**src/rtl/spi_port.sv**
```systemverilog
`timescale 1ns/1ps
module spi_port #(
  parameter int BRW = 7
) (
  input  logic        clk,
  input  logic        rst_n,
  input  logic        bus_sel,
  input  logic        bus_wr,
  input  logic [2:0]  bus_addr,
  input  logic [15:0] bus_wdata,
  output logic [15:0] bus_rdata,
  output logic        irq,
  output logic        sclk_o,
  input  logic        sclk_i,
  output logic        mosi_o,
  output logic        mosi_oe,
  input  logic        mosi_i,
  output logic        miso_o,
  output logic        miso_oe,
  input  logic        miso_i,
  input  logic        ste_n_i
);
  localparam int CW = BRW + 1;
  localparam logic [2:0] A_CTRL = 3'd0, A_BAUD = 3'd1, A_STAT = 3'd2, A_RX = 3'd3, A_TX = 3'd4;

  logic master, cpol, cpha, txen, ien;
  logic [2:0] lenm1, bcnt;
  logic [BRW-1:0] brr;
  logic flag, ovr, busy, act, dout;
  logic [7:0] sr, rxbuf, rbyte;
  logic [4:0] ph;
  logic [CW-1:0] cnt;
  logic [2:0] sck_q;
  logic [1:0] mosi_q, ste_q;

  wire wr    = bus_sel & bus_wr;
  wire rd_rx = bus_sel & ~bus_wr & (bus_addr == A_RX);
  wire tx_wr = wr & (bus_addr == A_TX);
  wire load  = tx_wr & ~(master & busy);

  wire [BRW-1:0] brr_eff = (brr < BRW'(3)) ? BRW'(3) : brr;
  wire [CW-1:0]  div     = {1'b0, brr_eff} + CW'(1);
  wire [CW-1:0]  hlen    = ph[0] ? (div >> 1) : (div - (div >> 1));
  wire [3:0]     nbits   = {1'b0, lenm1} + 4'd1;
  wire [4:0]     last_ph = {nbits, 1'b0} - 5'd1 + {4'd0, cpha};
  wire [7:0]     mask    = 8'hFF >> (3'd7 - lenm1);

  wire ev     = master & busy & (cnt == '0);
  wire m_samp = ev & ph[0];
  wire m_drv  = ev & ~ph[0] & (ph != last_ph);
  wire m_edge = ev & (~cpha | (ph != 5'd0));

  wire s_en   = ~master & ~ste_q[1];
  wire s_edge = s_en & (sck_q[2] != sck_q[1]);
  wire s_lead = sck_q[1] != cpol;
  wire s_samp = s_edge & (s_lead == cpha);
  wire s_drv  = s_edge & (s_lead != cpha);

  wire samp   = master ? m_samp : s_samp;
  wire drive  = master ? m_drv : s_drv;
  wire in_bit = master ? miso_i : mosi_q[1];
  wire [7:0] nsr = {sr[6:0], in_bit};
  wire done   = samp & (bcnt == lenm1);

  always_ff @(posedge clk or negedge rst_n) begin
    if (!rst_n) begin
      {lenm1, ien, txen, cpha, cpol, master} <= '0;
      brr <= '0; flag <= 1'b0; ovr <= 1'b0; busy <= 1'b0; act <= 1'b0;
      dout <= 1'b0; sr <= '0; rxbuf <= '0; ph <= '0; cnt <= '0; bcnt <= '0;
      sck_q <= '0; mosi_q <= '0; ste_q <= 2'b11;
    end else begin
      sck_q  <= {sck_q[1:0], sclk_i};
      mosi_q <= {mosi_q[0], mosi_i};
      ste_q  <= {ste_q[0], ste_n_i};
      if (wr && bus_addr == A_CTRL) {lenm1, ien, txen, cpha, cpol, master} <= bus_wdata[7:0];
      if (wr && bus_addr == A_BAUD) brr <= bus_wdata[BRW-1:0];

      if (!master) begin
        busy <= 1'b0; act <= 1'b0;
      end else if (busy) begin
        if (m_edge) act <= ~act;
        if (cnt >= hlen - CW'(1)) begin
          cnt <= '0;
          if (ph == last_ph) busy <= 1'b0;
          else ph <= ph + 5'd1;
        end else cnt <= cnt + CW'(1);
      end else if (tx_wr) begin
        busy <= 1'b1; ph <= '0; cnt <= '0;
      end

      if (load) sr <= bus_wdata[7:0];
      else if (samp) sr <= nsr;

      if (load || done || (!master && ste_q[1])) bcnt <= '0;
      else if (samp) bcnt <= bcnt + 3'd1;

      if (drive) dout <= sr[7];
      else if (!master && ste_q[1]) dout <= sr[7];

      if (done) begin
        rxbuf <= nsr & mask;
        flag  <= 1'b1;
        if (flag && !rd_rx) ovr <= 1'b1;
      end else if (rd_rx) flag <= 1'b0;
      if (wr && bus_addr == A_STAT && bus_wdata[1] && !(done && flag && !rd_rx)) ovr <= 1'b0;
    end
  end

  always_comb begin
    case (bus_addr)
      A_CTRL:  rbyte = {lenm1, ien, txen, cpha, cpol, master};
      A_BAUD:  rbyte = 8'(brr);
      A_STAT:  rbyte = {5'd0, busy, ovr, flag};
      A_RX:    rbyte = rxbuf;
      default: rbyte = 8'h00;
    endcase
  end

  assign bus_rdata = {8'h00, rbyte};
  assign irq     = ien & flag;
  assign sclk_o  = master ? (cpol ^ act) : cpol;
  assign mosi_o  = dout;
  assign miso_o  = dout;
  assign mosi_oe = master & txen;
  assign miso_oe = ~master & txen & ~ste_n_i;

  logic unused_bits;
  assign unused_bits = ^bus_wdata[15:8];

  assert_idle_level_R4: assert property (@(posedge clk) disable iff (!rst_n)
    (master && !busy) |-> (sclk_o == cpol));
  assert_rx_justified_R2: assert property (@(posedge clk) disable iff (!rst_n)
    $rose(flag) |-> ((rxbuf & ~$past(mask)) == 8'h00));
  assert_ovr_after_flag_R9: assert property (@(posedge clk) disable iff (!rst_n)
    $rose(ovr) |-> $past(flag));
  assert_flag_clear_R8: assert property (@(posedge clk) disable iff (!rst_n)
    $fell(flag) |-> $past(rd_rx));
  assert_sclk_hold_R3: assert property (@(posedge clk) disable iff (!rst_n)
    (master && busy && cnt != '0 && !wr) |=> $stable(sclk_o));
endmodule

```
**config.mk**
```make
export PLATFORM = sky130hd
export DESIGN_NAME = spi_port
export DESIGN_NICKNAME = d
export VERILOG_FILES = /design/src/rtl/spi_port.sv
export SDC_FILE = /design/constraint.sdc
export NUM_CORES = 1
export LEC_CHECK = 0
export CELL_PAD_IN_SITES_DETAIL_PLACEMENT = 0
export CELL_PAD_IN_SITES_GLOBAL_PLACEMENT = 1
export CORE_MARGIN = 2
export CORE_UTILIZATION = 50
export DETAILED_ROUTE_END_ITERATION = 10
export DONT_BUFFER_PORTS = 1
export PLACE_DENSITY_LB_ADDON = 0.1
export SETUP_SLACK_MARGIN = 0.4
export SYNTH_ARGS = -nofsm -noshare
export SYNTH_HDL_FRONTEND = slang
export SYNTH_SLANG_ARGS = --single-unit
```
**constraint.sdc**
```tcl
create_clock -name clk -period 6.05 [get_ports clk]
set_input_delay 1.21 -clock clk [delete_from_list [all_inputs] [get_ports clk]]
set_output_delay 1.21 -clock clk [all_outputs]
set_load 0.05 [all_outputs]
```
* After elaboration in Yosys (flattened, before gate mapping)
Index checks and enable logic that the tools add are counted.
** Operators by class
- $add $sub $neg :: 10
- $lt $le $gt $ge :: 2
- Eq/ne operators :: 15
- Shift operators :: 1
- Muxes and demuxes :: 33
- Bitwise gates (word level) :: 31
- Reductions and logical operators :: 28
** Operator list (count)
- $mux W8 :: 6
- $pmux W8 S4 :: 1
- $and A1 B1 Y1 :: 20
- $mux W5 :: 4
- $mux W1 :: 19
- $reduce_bool A2 Y1 :: 7
- $logic_and A1 B1 Y1 :: 9
- $add A7 B1 Y8 const B :: 1
- $add A8 B1 Y8 const B :: 1
- $and A8 B8 Y8 :: 1
- $ge A8 B8 Y1 :: 1
- $logic_not A8 Y1 :: 1
- $not A1 Y1 :: 8
- $shr A8 B3 Y8 const A :: 1
- $sub A8 B1 Y8 const B :: 1
- $sub A8 B7 Y8 :: 1
- $lt A7 B2 Y1 const B :: 1
- $mux W7 :: 1
- $eq A3 B2 Y1 const B :: 2
- $mux W3 :: 2
- $ne A2 B1 Y1 const B :: 3
- $reduce_and A2 Y1 :: 3
- $add A5 B1 Y5 :: 1
- $add A5 B1 Y5 const B :: 1
- other kinds (19) :: 24
** Storage, ports and cells
- Register bits after elaboration :: 59
- Input port bits :: 27
- Logic and storage cells :: 140

* Logic depth before layout (Yosys ltp)
- Word-level depth :: 12
- Depth in mapped cells :: 24
- Mapped depth without buffers :: 24

* Worst setup path before layout
No wires, ideal clock.
- Path type :: flip-flop to flip-flop
- Start point :: register brr[6]
- End point :: register ph[3]
- Arrival :: 4.579 ns
- Required time :: 5.972 ns
- Slack :: 1.394 ns
- Stages on the path, launching flop included :: 23
- Path through :: dfrtp_1 nor4_2 nor2b_1 nor2_1 inv_1 ha_1 or2_1 o311a_4 inv_4 ha_1 a31oi_1 a32oi_4 or3_1 a31oi_4 nand3_1 xor2_1 ha_1 nor2b_1 a41oi_1 o211ai_1 nand3_1 or3_1 a21oi_1
** Between the ends
- Word-level cells in the longest chain between the ends :: 9
** Ends and longest elaborated chain
- start: declaration :: RTL line 28 : logic [BRW-1:0] brr;
- start signal: assignment :: RTL line 76 : if (wr && bus_addr == A_BAUD) brr <= bus_wdata[BRW-1:0];
- $lt A7 B2 Y1 :: RTL line 41 : wire [BRW-1:0] brr_eff = (brr < BRW'(3)) ? BRW'(3) : brr;
- $mux W7 * :: RTL line 41
- $add A7 B1 Y8 * :: RTL line 42 : wire [CW-1:0] div = {1'b0, brr_eff} + CW'(1);
- $sub A8 B7 Y8 :: RTL line 43 : wire [CW-1:0] hlen = ph[0] ? (div >> 1) : (div - (div >> 1));
- $mux W8 * :: RTL line 43
- $sub A8 B1 Y8 * :: RTL line 82 : if (cnt >= hlen - CW'(1)) begin
- $ge A8 B8 Y1 * :: RTL line 82
- $ne A2 B1 Y1 (no line) *
- $reduce_and A4 Y1 (no line) *
- end signal: assignment :: RTL line 85 : else ph <= ph + 5'd1;
- end: declaration :: RTL line 31 : logic [4:0] ph;
Mark *: on every way between the ends. The rest lies on a longest branch, timed or not.
A chain may end at the register's enable or synchronous reset.

* Worst setup path in the final report
- Start point :: register brr[6]
- End point :: register ph[4]
The elaborated chain is that of the path after synthesis.

==> out/metrics.cfg <==
[timing]
tightest_slew_ps=1206
rsz0062_at_grt=false
fin_skew_ps=11.08
finalHoldViolCount=0
min_period_ps=5187
final_max_slew_viol_count=0
max_slew_margin=0.1942
timing.final.crit_share=0.8574
final.setup.tns_ps=0
max_freq_mhz=192.8
setup_viol=0

[synth]
synthDistinctLibCells=64
synth_edf_count=0
synth_top_cell_by_area=dfrtp_1
async_flop_share=1.000
synthFlopType=dfrtp_1
yosys_warnings=0
yosys.area.top_type_share=0.3482
yosysMostFrequentCell=dfrtp_1
syn-cell-area_um2=4096
yosysSeqAreaShare=0.3610
synthCells=428
synthTopCellsByCount=57 x dfrtp_1, 36 x nand2_1, 35 x nor2_1
ys_ff_latch=59
synth_area_leaders=dfrtp_1 35%, ha_1 8.6%, mux2_2 5.5%
postSynthAreaPerCell_um2=9.571

[finish]
finalNonFillerCells=538
area_delta_synth_final_pct=7.331
drive_gt1_frac=0.1501
diodes=0
n_fill_cell=769
layout.nets=483

[clock_tree]
cts_max_level=3
cts_tree=built
worst_skew_pair.late_latency_ps=340
clk_pin_slew_ps=70
clk_path_buf_depth=2
clockRootBuffer=clkbuf_8
cts_buffers=9
cts_sinks=59

[critical_path]
required_ps=6320
startpoint_type=flip-flop
worstSetupStartpoint=brr[6]$_DFFE_PN0P_
reg2reg_from=brr[6]$_DFFE_PN0P_
crit_path_max_fanout=9
r2r_setup_slack_ps=860
crit_path_end=ph[4]$_DFFE_PN0P_
cp-end-kind=flip-flop
rr_endpoint=ph[4]$_DFFE_PN0P_
cp.arrival_ps=5450
r2r_cells=22
path_class=reg -> reg

[job]
max_cap_violations=0

[worst_hold_path]
min_path_cells=0
hold_class=reg -> reg

[die]
io_pins=49
rows=33
initial_core_util=0.5062
die-height_um=94.52
die-area_um2=8933
fp.dieW_um=94.52
coreArea_um2=8093

[global_route]
grt_pass1_wl_um=14770
grtUsageTotal=0.2145
grt_overflow=0
grt_max_degree=60
antenna_found_initial=0
first_global_vias=2914

[power_and_ir_drop]
power_density_nw_per_um2=405.3
max-vdd-ir-drop_mv=0.2857
p_leak_nw=1.909

[route]
vias=3007
first_pass_iters=4
vias_per_cell=5.589
wl_um=8737
drt_iter0_markers=143
wl_per_cell_um=16.24
postRouteAntennaNets=0
drc=0

[run_status]
outcome=finished, final reports clean

[placement]
placedCellCount=520
finalWeightedCongestion=0.7506
portBuffers=0
dp_hpwl_um=6471

-- state kept, by name, summed over array words and instances, names as in the netlist, 2 cells and up --
signal and count:
lenm1 3, ph 5, mosi_q 2, bcnt 3, sck_q 3, brr 7
rxbuf 8, cnt 8, sr 8, ste_q 2
-- worst max-delay path: stages, from the launching register on --
cell and delay [ps]:
dfrtp_1 470, nor4_4 330, nor2b_1 220, nor2_1 80, inv_1 80, ha_1 220
or2_1 130, o311a_4 240, inv_4 60, ha_1 330, a31oi_1 330, a32oi_4 180
or3_1 420, a31oi_4 240, nand3_1 120, xor2_1 160, ha_1 300, nor2b_1 130
a41oi_1 70, o211ai_1 140, nand3_1 300, or3_1 430, a21oi_1 140
-- how the worst min path moves through the flow --
| stage | from | endpoint |
|---|---|---|
| after global routing | mosi_q[0]$_DFF_PN0_ | mosi_q[1]$_DFF_PN0_ |
| after global placement | mosi_q[0]$_DFF_PN0_ | mosi_q[1]$_DFF_PN0_ |
| final | sck_q[0]$_DFF_PN0_ | sck_q[1]$_DFF_PN0_ |
| after floorplan | mosi_q[0]$_DFF_PN0_ | mosi_q[1]$_DFF_PN0_ |
| after CTS | sck_q[0]$_DFF_PN0_ | sck_q[1]$_DFF_PN0_ |
| after detailed placement | mosi_q[0]$_DFF_PN0_ | mosi_q[1]$_DFF_PN0_ |
-- what timing repair did --
item,CTS,global route
resized for setup,0,3
hold buffers,0,0
endpoints found under the setup margin,0,11
setup buffers,0,2
-- per-layer routing --
metal  global-route usage  vias up  wire (µm)
li1                     -     1495          -
met1               0.3014     1467       4206
met2               0.3429       39       4152
met3              0.04389        6        312
met4              0.05072        0         65
met5                    0        -          0
-- power breakdown --
part	internal (W)	switching (W)	leakage, nW	total [W]
sequential	0.000486	0.000143	0.745	0.000629
clock	0.000193	0.000171	0.0962	0.000364
combinational	0.000356	0.000434	1.07	0.000790
-- per-stage QoR --
| stage | total power [W] | setup WS, ps | util | hold WS (ps) | cell area (µm²) |
|---|---|---|---|---|---|
| 6_report | 0.001782 | 862.8 | 0.5433 | 351.2 | 4397 |
| 5_1_grt | 0.001923 | 419.0 | 0.5433 | 356.7 | 4397 |
| 4_1_cts | 0.001791 | 773.8 | 0.5388 | 354.6 | 4360 |
| 3_5_place_dp | 0.001420 | 783.3 | 0.5141 | 337.3 | 4160 |
| 3_3_place_gp | 0.001398 | 874.7 | 0.5141 | 331.8 | 4160 |
| 2_1_floorplan | 0.001272 | 1394 | - | 331.2 | 4123 |
-- final cells by class --
type	instances	area (µm²)	share of cell area
Multi-Input combinational cell	332	2470	0.5618
Clock buffer	9	123.9	0.02817
Clock inverter	7	76.32	0.01736
Inverter	22	85.08	0.01935
Timing Repair Buffer	4	30.03	0.006830
Sequential cell	59	1480	0.3367
Tap cell	105	131.4	0.02988
-- cell usage in the layout, fill, tap and decap left out, types with 11 or more instances in the layout --
cell type	instances
nand3_1	18
mux2i_1	14
nand2_1	36
a21oi_1	18
inv_1	20
xnor2_1	13
o21ai_0	26
xor2_1	16
ha_1	28
nor2b_1	11
mux2_2	20
nor2_1	35
dfrtp_1	56
-- logic make-up (layout without fill, tap and decap cells) --
logic type | after synthesis | count (layout) | synth area share
other cells | 1 | 8 | 0.0009154
buf+inv | 44 | 42 | 0.04978
flops | 59 | 59 | 0.3610
xor+xnor | 32 | 32 | 0.07667
compound gates | 77 | 77 | 0.1283
fa+ha+maj | 29 | 29 | 0.08797
mux | 37 | 37 | 0.1057
simple gates | 149 | 149 | 0.1897
No activity file was read; power rests on OpenSTA's default activity.
